[src/rtl/rastk_pkg.sv]
package rastk_pkg;
  // Decoded action for one clock cycle.
  typedef enum logic [1:0] {
    OP_IDLE  = 2'd0,
    OP_PUSH  = 2'd1,
    OP_POP   = 2'd2,
    OP_FAULT = 2'd3
  } op_e;
endpackage

[src/rtl/rastk_rst_sync.sv]
// Asynchronous assertion, synchronous release of the active-low reset.
module rastk_rst_sync #(
  parameter int STAGES = 2
) (
  input  logic clk,
  input  logic rst_n,
  output logic rst_sync_n
);
  logic [STAGES-1:0] chain_q;

  always_ff @(posedge clk or negedge rst_n) begin
    if (!rst_n) chain_q <= '0;
    else        chain_q <= {chain_q[STAGES-2:0], 1'b1};
  end

  assign rst_sync_n = chain_q[STAGES-1];
endmodule

[src/rtl/rastk_ctl.sv]
// Level counter, request decode and sticky error flag.
module rastk_ctl
  import rastk_pkg::*;
#(
  parameter int DEPTH = 4,
  parameter int LW    = $clog2(DEPTH + 1)
) (
  input  logic          clk,
  input  logic          rst_ni,
  input  logic          call_i,
  input  logic          ret_i,
  output op_e           op_o,
  output logic [LW-1:0] level_o,
  output logic          err_o
);
  localparam logic [LW-1:0] LVL_FULL = LW'(DEPTH);
  localparam logic [LW-1:0] LVL_ONE  = LW'(1);

  logic [LW-1:0] level_q, level_d;
  logic          level_en;
  logic          err_q, err_d;
  logic          full, empty;
  op_e           op;

  assign full  = (level_q == LVL_FULL);
  assign empty = (level_q == '0);

  always_comb begin
    unique case ({call_i, ret_i})
      2'b10:   op = full  ? OP_FAULT : OP_PUSH;
      2'b01:   op = empty ? OP_FAULT : OP_POP;
      2'b11:   op = OP_FAULT;
      default: op = OP_IDLE;
    endcase
  end

  always_comb begin
    level_en = 1'b0;
    level_d  = level_q;
    unique case (op)
      OP_PUSH: begin
        level_en = 1'b1;
        level_d  = level_q + LVL_ONE;
      end
      OP_POP: begin
        level_en = 1'b1;
        level_d  = level_q - LVL_ONE;
      end
      default: ;
    endcase
    err_d = err_q | (op == OP_FAULT);
  end

  always_ff @(posedge clk or negedge rst_ni) begin
    if (!rst_ni)       level_q <= '0;
    else if (level_en) level_q <= level_d;
  end

  always_ff @(posedge clk or negedge rst_ni) begin
    if (!rst_ni) err_q <= 1'b0;
    else         err_q <= err_d;
  end

  assign op_o    = op;
  assign level_o = level_q;
  assign err_o   = err_q;
endmodule

[src/rtl/rastk_bank.sv]
// Entry registers with write-select decode and top-of-stack read mux.
module rastk_bank #(
  parameter int AW    = 10,
  parameter int DEPTH = 4,
  parameter int LW    = $clog2(DEPTH + 1)
) (
  input  logic          clk,
  input  logic          rst_ni,
  input  logic          push_i,
  input  logic [AW-1:0] pc_i,
  input  logic [LW-1:0] level_i,
  output logic [AW-1:0] top_o
);
  logic [AW-1:0]    entry_q [DEPTH];
  logic [DEPTH-1:0] wr_sel;
  logic [DEPTH-1:0] rd_sel;

  // Write position: slot index equal to the level (one above the top).
  // Read position: slot index equal to the level minus one (the top).
  for (genvar i = 0; i < DEPTH; i++) begin : g_slot
    assign wr_sel[i] = push_i && (level_i == LW'(i));
    assign rd_sel[i] = (level_i == LW'(i + 1));

    always_ff @(posedge clk or negedge rst_ni) begin
      if (!rst_ni)        entry_q[i] <= '0;
      else if (wr_sel[i]) entry_q[i] <= pc_i;
    end
  end

  // At most one read select is active; none when empty, giving 0.
  always_comb begin
    top_o = '0;
    for (int i = 0; i < DEPTH; i++) begin
      if (rd_sel[i]) top_o = entry_q[i];
    end
  end
endmodule

[src/rtl/ret_addr_stack.sv]
module ret_addr_stack
  import rastk_pkg::*;
#(
  parameter int AW    = 10,
  parameter int DEPTH = 4,
  parameter int LW    = $clog2(DEPTH + 1)
) (
  input  logic          clk,
  input  logic          rst_n,
  input  logic          call_i,
  input  logic          ret_i,
  input  logic [AW-1:0] pc_i,
  output logic [AW-1:0] ret_addr_o,
  output logic          err_o
);
  logic          rst_sync_n;
  op_e           op;
  logic [LW-1:0] level;
  logic          push;

  rastk_rst_sync #(.STAGES(2)) u_rst (
    .clk        (clk),
    .rst_n      (rst_n),
    .rst_sync_n (rst_sync_n)
  );

  rastk_ctl #(.DEPTH(DEPTH), .LW(LW)) u_ctl (
    .clk     (clk),
    .rst_ni  (rst_sync_n),
    .call_i  (call_i),
    .ret_i   (ret_i),
    .op_o    (op),
    .level_o (level),
    .err_o   (err_o)
  );

  assign push = (op == OP_PUSH);

  rastk_bank #(.AW(AW), .DEPTH(DEPTH), .LW(LW)) u_bank (
    .clk     (clk),
    .rst_ni  (rst_sync_n),
    .push_i  (push),
    .pc_i    (pc_i),
    .level_i (level),
    .top_o   (ret_addr_o)
  );
endmodule

[config.mk]
export PLATFORM = sky130hd
export DESIGN_NAME = ret_addr_stack
export DESIGN_NICKNAME = d
export VERILOG_FILES = /design/src/rtl/rastk_pkg.sv /design/src/rtl/rastk_rst_sync.sv /design/src/rtl/rastk_ctl.sv /design/src/rtl/rastk_bank.sv /design/src/rtl/ret_addr_stack.sv
export SDC_FILE = /design/constraint.sdc
export NUM_CORES = 1
export LEC_CHECK = 0
export BUFFER_PORTS_ARGS = -buffer_cell sky130_fd_sc_hd__buf_2
export CAP_MARGIN = 20
export CELL_PAD_IN_SITES_DETAIL_PLACEMENT = 1
export CELL_PAD_IN_SITES_GLOBAL_PLACEMENT = 1
export CORE_ASPECT_RATIO = 0.8
export CORE_UTILIZATION = 40
export DETAILED_ROUTE_END_ITERATION = 16
export PLACE_DENSITY = 0.68
export SLEW_MARGIN = 40
export SYNTH_ARGS = -nofsm -noshare
export SYNTH_HDL_FRONTEND = slang
export SYNTH_SLANG_ARGS = --single-unit
[constraint.sdc]
create_clock -name clk -period 2.6 [get_ports clk]
set_clock_uncertainty 0.1 [all_clocks]
set_input_delay 0.52 -clock clk [delete_from_list [all_inputs] [get_ports clk]]
set_output_delay 0.52 -clock clk [all_outputs]
set_load 0.03 [all_outputs]
=== Word level (Yosys, flattened, before mapping) ===
Index checks and enable logic that the tools add are counted.

* Flip-flop bits (word level): 46
* Output and inout bits: 11

* Add/sub/neg operators: 2
* Eq/ne operators: 10
* Mux-type cells: 9
* Bitwise operators: 1
* Reductions and logical operators: 8

{| class="wikitable"
|+ Operators by type and width
! operator !! count
|-
| $mux 10 || 4
|-
| $eq 2x2->1 const B || 4
|-
| $eq 3x2->1 const B || 2
|-
| $pmux 2 s3 || 1
|-
| $pmux 3 s2 || 1
|-
| $eq 2x1->1 const B || 2
|-
| $logic_and 1x1->1 || 4
|-
| $add 3x1->3 const B || 1
|-
| $eq 3x1->1 const B || 1
|-
| $eq 3x3->1 const B || 1
|-
| $logic_not 3->1 || 1
|-
| $sub 3x1->3 const B || 1
|-
| $mux 1 || 2
|-
| $mux 2 || 1
|-
| $reduce_and 2->1 || 1
|-
| $reduce_bool 2->1 || 1
|-
| $reduce_or 2->1 || 1
|-
| $or 1x1->1 || 1
|}

=== Longest topological paths before layout ===
* Depth in word-level cells: 7
* Mapped depth: 8
* Depth with buffers taken out: 8

=== Modules after synthesis ===
Synthesis repeated with hierarchy kept, for this count alone.

* Cell total of the unflattened synthesis: 163
* Area total of the unflattened synthesis: 2288.4 µm²

{| class="wikitable"
|+ By module, submodules not included
! module !! instances !! cells each !! area each (µm²)
|-
| rastk_bank || 1 || 138 || 1983.2
|-
| rastk_ctl || 1 || 21 || 237.7
|-
| rastk_rst_sync || 1 || 3 || 53.8
|-
| ret_addr_stack || 1 || 1 || 13.8
|}

=== Worst setup path after synthesis ===
No wires, ideal clock.

* Path type: reg2out
* From: reg u_ctl.level_q[0], in the netlist u_ctl.level_o[0]
* To: out ret_addr_o[0]
* Data arrival time: 2027 ps
* Data required time: 1980 ps
* Setup slack: -47 ps
* Cell stages (with the launch flop): 7
* Path buffers: 1
* Cells stage by stage: dfrtp_1 > ha_1 > ha_1 > buf_2 > nor4b_4 > a22oi_1 > a31oi_1

* Word-level cells in the longest chain between the ends: 5
* Elaborated cells on any way between the ends: 8

{| class="wikitable"
|+ Ends and longest elaborated chain
! item !! line !! text
|-
| from (decl) || rastk_ctl.sv:19 || <nowiki>logic [LW-1:0] level_q, level_d;</nowiki>
|-
| from (signal assigned) || rastk_ctl.sv:56 || <nowiki>else if (level_en) level_q <= level_d;</nowiki>
|-
| $eq 3x1->1 || rastk_bank.sv:22 || <nowiki>assign rd_sel[i] = (level_i == LW'(i + 1));</nowiki>
|-
| $mux 10 (3 in a row) || rastk_bank.sv:34 || <nowiki>if (rd_sel[i]) top_o = entry_q[i];</nowiki>
|-
| $mux 10 * || rastk_bank.sv:34 ||
|-
| to (decl) || ret_addr_stack.sv:13 || <nowiki>output logic [AW-1:0] ret_addr_o,</nowiki>
|}

Mark *: on every way between the ends. The rest lies on a longest branch, timed or not.

=== Worst setup path in the final report ===
* From: reg u_ctl.level_q[0], in the netlist u_ctl.level_o[0]
* To: out ret_addr_o[2]

The elaborated chain is that of the path after synthesis.

==> results.md <==
* Status: finished, violations left
* Failing checks: setup timing
* First-pass GRT wire length at ~8.6 mm
* Worst skew pair latency at around 300 ps
* Register bit total from synthesis at 46
* Most frequent cells after synthesis: dfrtp_1, mux2_2, nand2_1
* Worst slew pin tran at approximately 570 ps
* Net Count, Synth at 190
* Min Tclk post-route at approximately 2600 ps
* Fmax at roughly 380 MHz
* Drt first pass iters at 4
* Netlist cell types at 23
* DRT iter0 DRCs at 25
* Rel. slew slack at 0.618
* Layout area overhead at 33.3%
* Num Clock Sinks at 46
* PD cells at 1320 nW/um^2
* Antenna Violating Nets Remaining at 0
* Setup TNS at -342 ps
* Tightest Hold Check Type: reg -> async
* Cell taking the most area after synthesis: dfrtp_1
* DRC at 0
* Dominant cells by area after synthesis: dfrtp_1, mux2_2, ha_1
* Placement Rows at 23
* Final worst slack at -46.5 ps
* H-tree levels at 2
* Post-Syn Instances at ~170
* Final hold viol count at 0
* Async S/R FF share, synth at 1.00
* Initial antenna violation count at 0
* Routed WL per cell at about 19 um
* Part of the Yosys area used for sequential elements at 0.541
* IO Pins at 25
* Syn Std Cell Area at roughly 2100 sq um
* Core Box Area at 5060 sq um
* # setup viols final at 10
* Global-route usage over all layers at 0.206
* Die Y at ~67 um
* Number of flops mapped to enable cells by yosys at 0
* Maxcap violations at 0
* Pins over their slew limit at 0
* Fin Hold WS at roughly 220 ps
* TritonCTS Buffers at 5
* Longest Clk Path Bufs at 2
* Initial Util at 0.420
* Worst setup EP type: output pin
* Post-Synth Simple-Gate Area at 0.0782
* DIE AREA at 5620 sq um
* Share of cells above drive strength 1 at 0.598
* Post-Synth XOR/XNOR Area at 0.00824
* Synth Area in Adders at 0.0529
* Avg Cell Area, Syn at 12.7 sq um
* Die X at 83.5 um
* Worst EP required at around 2000 ps
* Synth Area in Compound Gates at 0.0824
* Static Leakage at between 1 and 1.5 nW
* Worst setup path class: reg -> out
* CTS tree: done
* CP startpoint kind: flop
* Total number of vias at between 1000 and 1500
* Unrepaired setup endpoints after global routing: yes
* Port buffer count at 24
* CTS root buffer: clkbuf_8
* GPL Wtd Cong at 0.729
* Critical Path Slowest Stage Cell: dfrtp_2
* HPWL after DPL at between 3 and 4 mm
* ANT cells at 0
* Top-count cell post-synth: dfrtp_1
* Main combinational cell family by area after synthesis: multiplexers
* Maximum fanout along the worst path at 5
* Dpl cell area at ~2400 sq um
* Vias in the first global route at between 1500 and 2000
* Area fraction of the dominant cell type after synthesis at 0.541
* Worst VDD drop at 0.633 mV
* Finished Core Util at 0.560
* Period Utilization, post-route at 1.02
* Arrival time worst endpoint at 2030 ps
* Largest net degree at the start of global routing at 45
* Final Cell Area at 2840 sq um
* Via density at roughly 5.4
* WL final at around 5.1 mm
* CP Cell Sequence: ha_4 > ha_4 > nor4b_4 > buf_6 > a22oi_2 > a31oi_2 > buf_6
* Final net count at around 240
* Critical path's largest stage delay at between 400 and 500 ps
* Worst-path clk slew at 80 ps
* Post-synthesis mux area share at 0.212
* Primary FF master, synth: dfrtp_1
* Remaining Overflow, GRT at 0
* Synth warnings at 0
==> routing by layer <==
metal,part of all wire,track usage,vias up
met5,0,0,-
met4,0.0082,0.0508,0
met3,0.027,0.0465,4
met2,0.53,0.371,21
met1,0.43,0.256,774
li1,-,-,687
==> placed cells by master, fill, tap and decap left out, types with 2 or more instances in the layout <==
| cell | count |
|---|---|
| clkbuf_1 | 2 |
| dfrtp_1 | 44 |
| a31oi_2 | 6 |
| a22oi_2 | 9 |
| a31oi_1 | 2 |
| mux2_2 | 40 |
| buf_6 | 13 |
| buf_2 | 14 |
| nand3_2 | 2 |
| nor2_1 | 12 |
| ha_1 | 5 |
| clkbuf_8 | 5 |
| nand2_2 | 5 |
| xnor2_1 | 2 |
| buf_4 | 16 |
| ha_4 | 4 |
| nand2_1 | 7 |
| inv_1 | 5 |
| a31oi_4 | 3 |
| nand2_4 | 2 |
==> layout make-up <==
cell class                 instances  area, sq um
multi-input combinational        110         1140
tap                               62         77.6
timing repair buffer              45          362
fill                             509         2230
inverter                           6         22.5
sequential                        46         1160
clock buffer                       7         76.3
==> critical path: cells and delay by family, from the launching register on <==
family	cells	cell delay, ps
fa+ha+maj	2	350
simple gates	1	330
buf+inv	2	340
flops	1	440
compound gates	2	270
==> cell families (layout without fill, tap and decap cells) <==
family | after synthesis | count (layout)
DFF | 46 | 46
muxes | 40 | 40
and+or+nand+nor | 32 | 32
AOI/OAI and AO/OA | 26 | 26
buffers and inverters | 11 | 58
adders and majority gates | 9 | 9
xor gates and xnor gates | 2 | 2
other | 1 | 1
==> per-stage QoR <==
| step | power (mW) | worst slack, ps | std cells |
|---|---|---|---|
| after floorplan | 2.34 | 26.0 | 167 |
| after global placement | 2.69 | 180 | 259 |
| after detailed placement | 2.78 | 79.1 | 259 |
| after CTS | 3.59 | -39.1 | 274 |
| after global routing | 3.95 | -138 | 276 |
| final | 3.73 | -46.5 | 276 |
==> path summary, 6_finish.rpt <==
path,start,to,slack [ps],cells after the start
max reg2reg,u_ctl.level_o[1]$_DFFE_PN0P_,u_bank.entry_q[25]$_DFFE_PN0P_,100,9
max in group asynchronous,u_rst.chain_q[1]$_DFF_PN0_,u_ctl.level_o[0]$_DFFE_PN0P_,1770,0
min in group clk,u_rst.chain_q[0]$_DFF_PN0_,u_rst.chain_q[1]$_DFF_PN0_,250,0
min,u_rst.chain_q[1]$_DFF_PN0_,u_bank.entry_q[38]$_DFFE_PN0P_,220,0
min reg2reg,u_rst.chain_q[1]$_DFF_PN0_,u_bank.entry_q[38]$_DFFE_PN0P_,220,0
max,u_ctl.level_o[0]$_DFFE_PN0P_,ret_addr_o[2],-50,7
==> power by group <==
group / switching [mW] / internal (mW) / total (mW)
Sequential: 0.248 / 1.05 / 1.30
Combinational: 0.994 / 1.03 / 2.02
Clock: 0.222 / 0.185 / 0.408
Total: 1.46 / 2.26 / 3.73
==> registers in the layout, indices dropped and copies added (netlist names) <==
register,cells
u_ctl.err_o,1
u_rst.chain_q,2
u_bank.entry_q,40
u_ctl.level_o,3
==> timing repair <==
item,CTS,global route
buffers inserted,6,2
pin swaps,9,11
setup endpoints to repair,10,43
cloned,1,0
resized for setup,41,18
hold endpoints to repair,2,0
hold buffers,1,0
(Power assumes the default switching activity.)
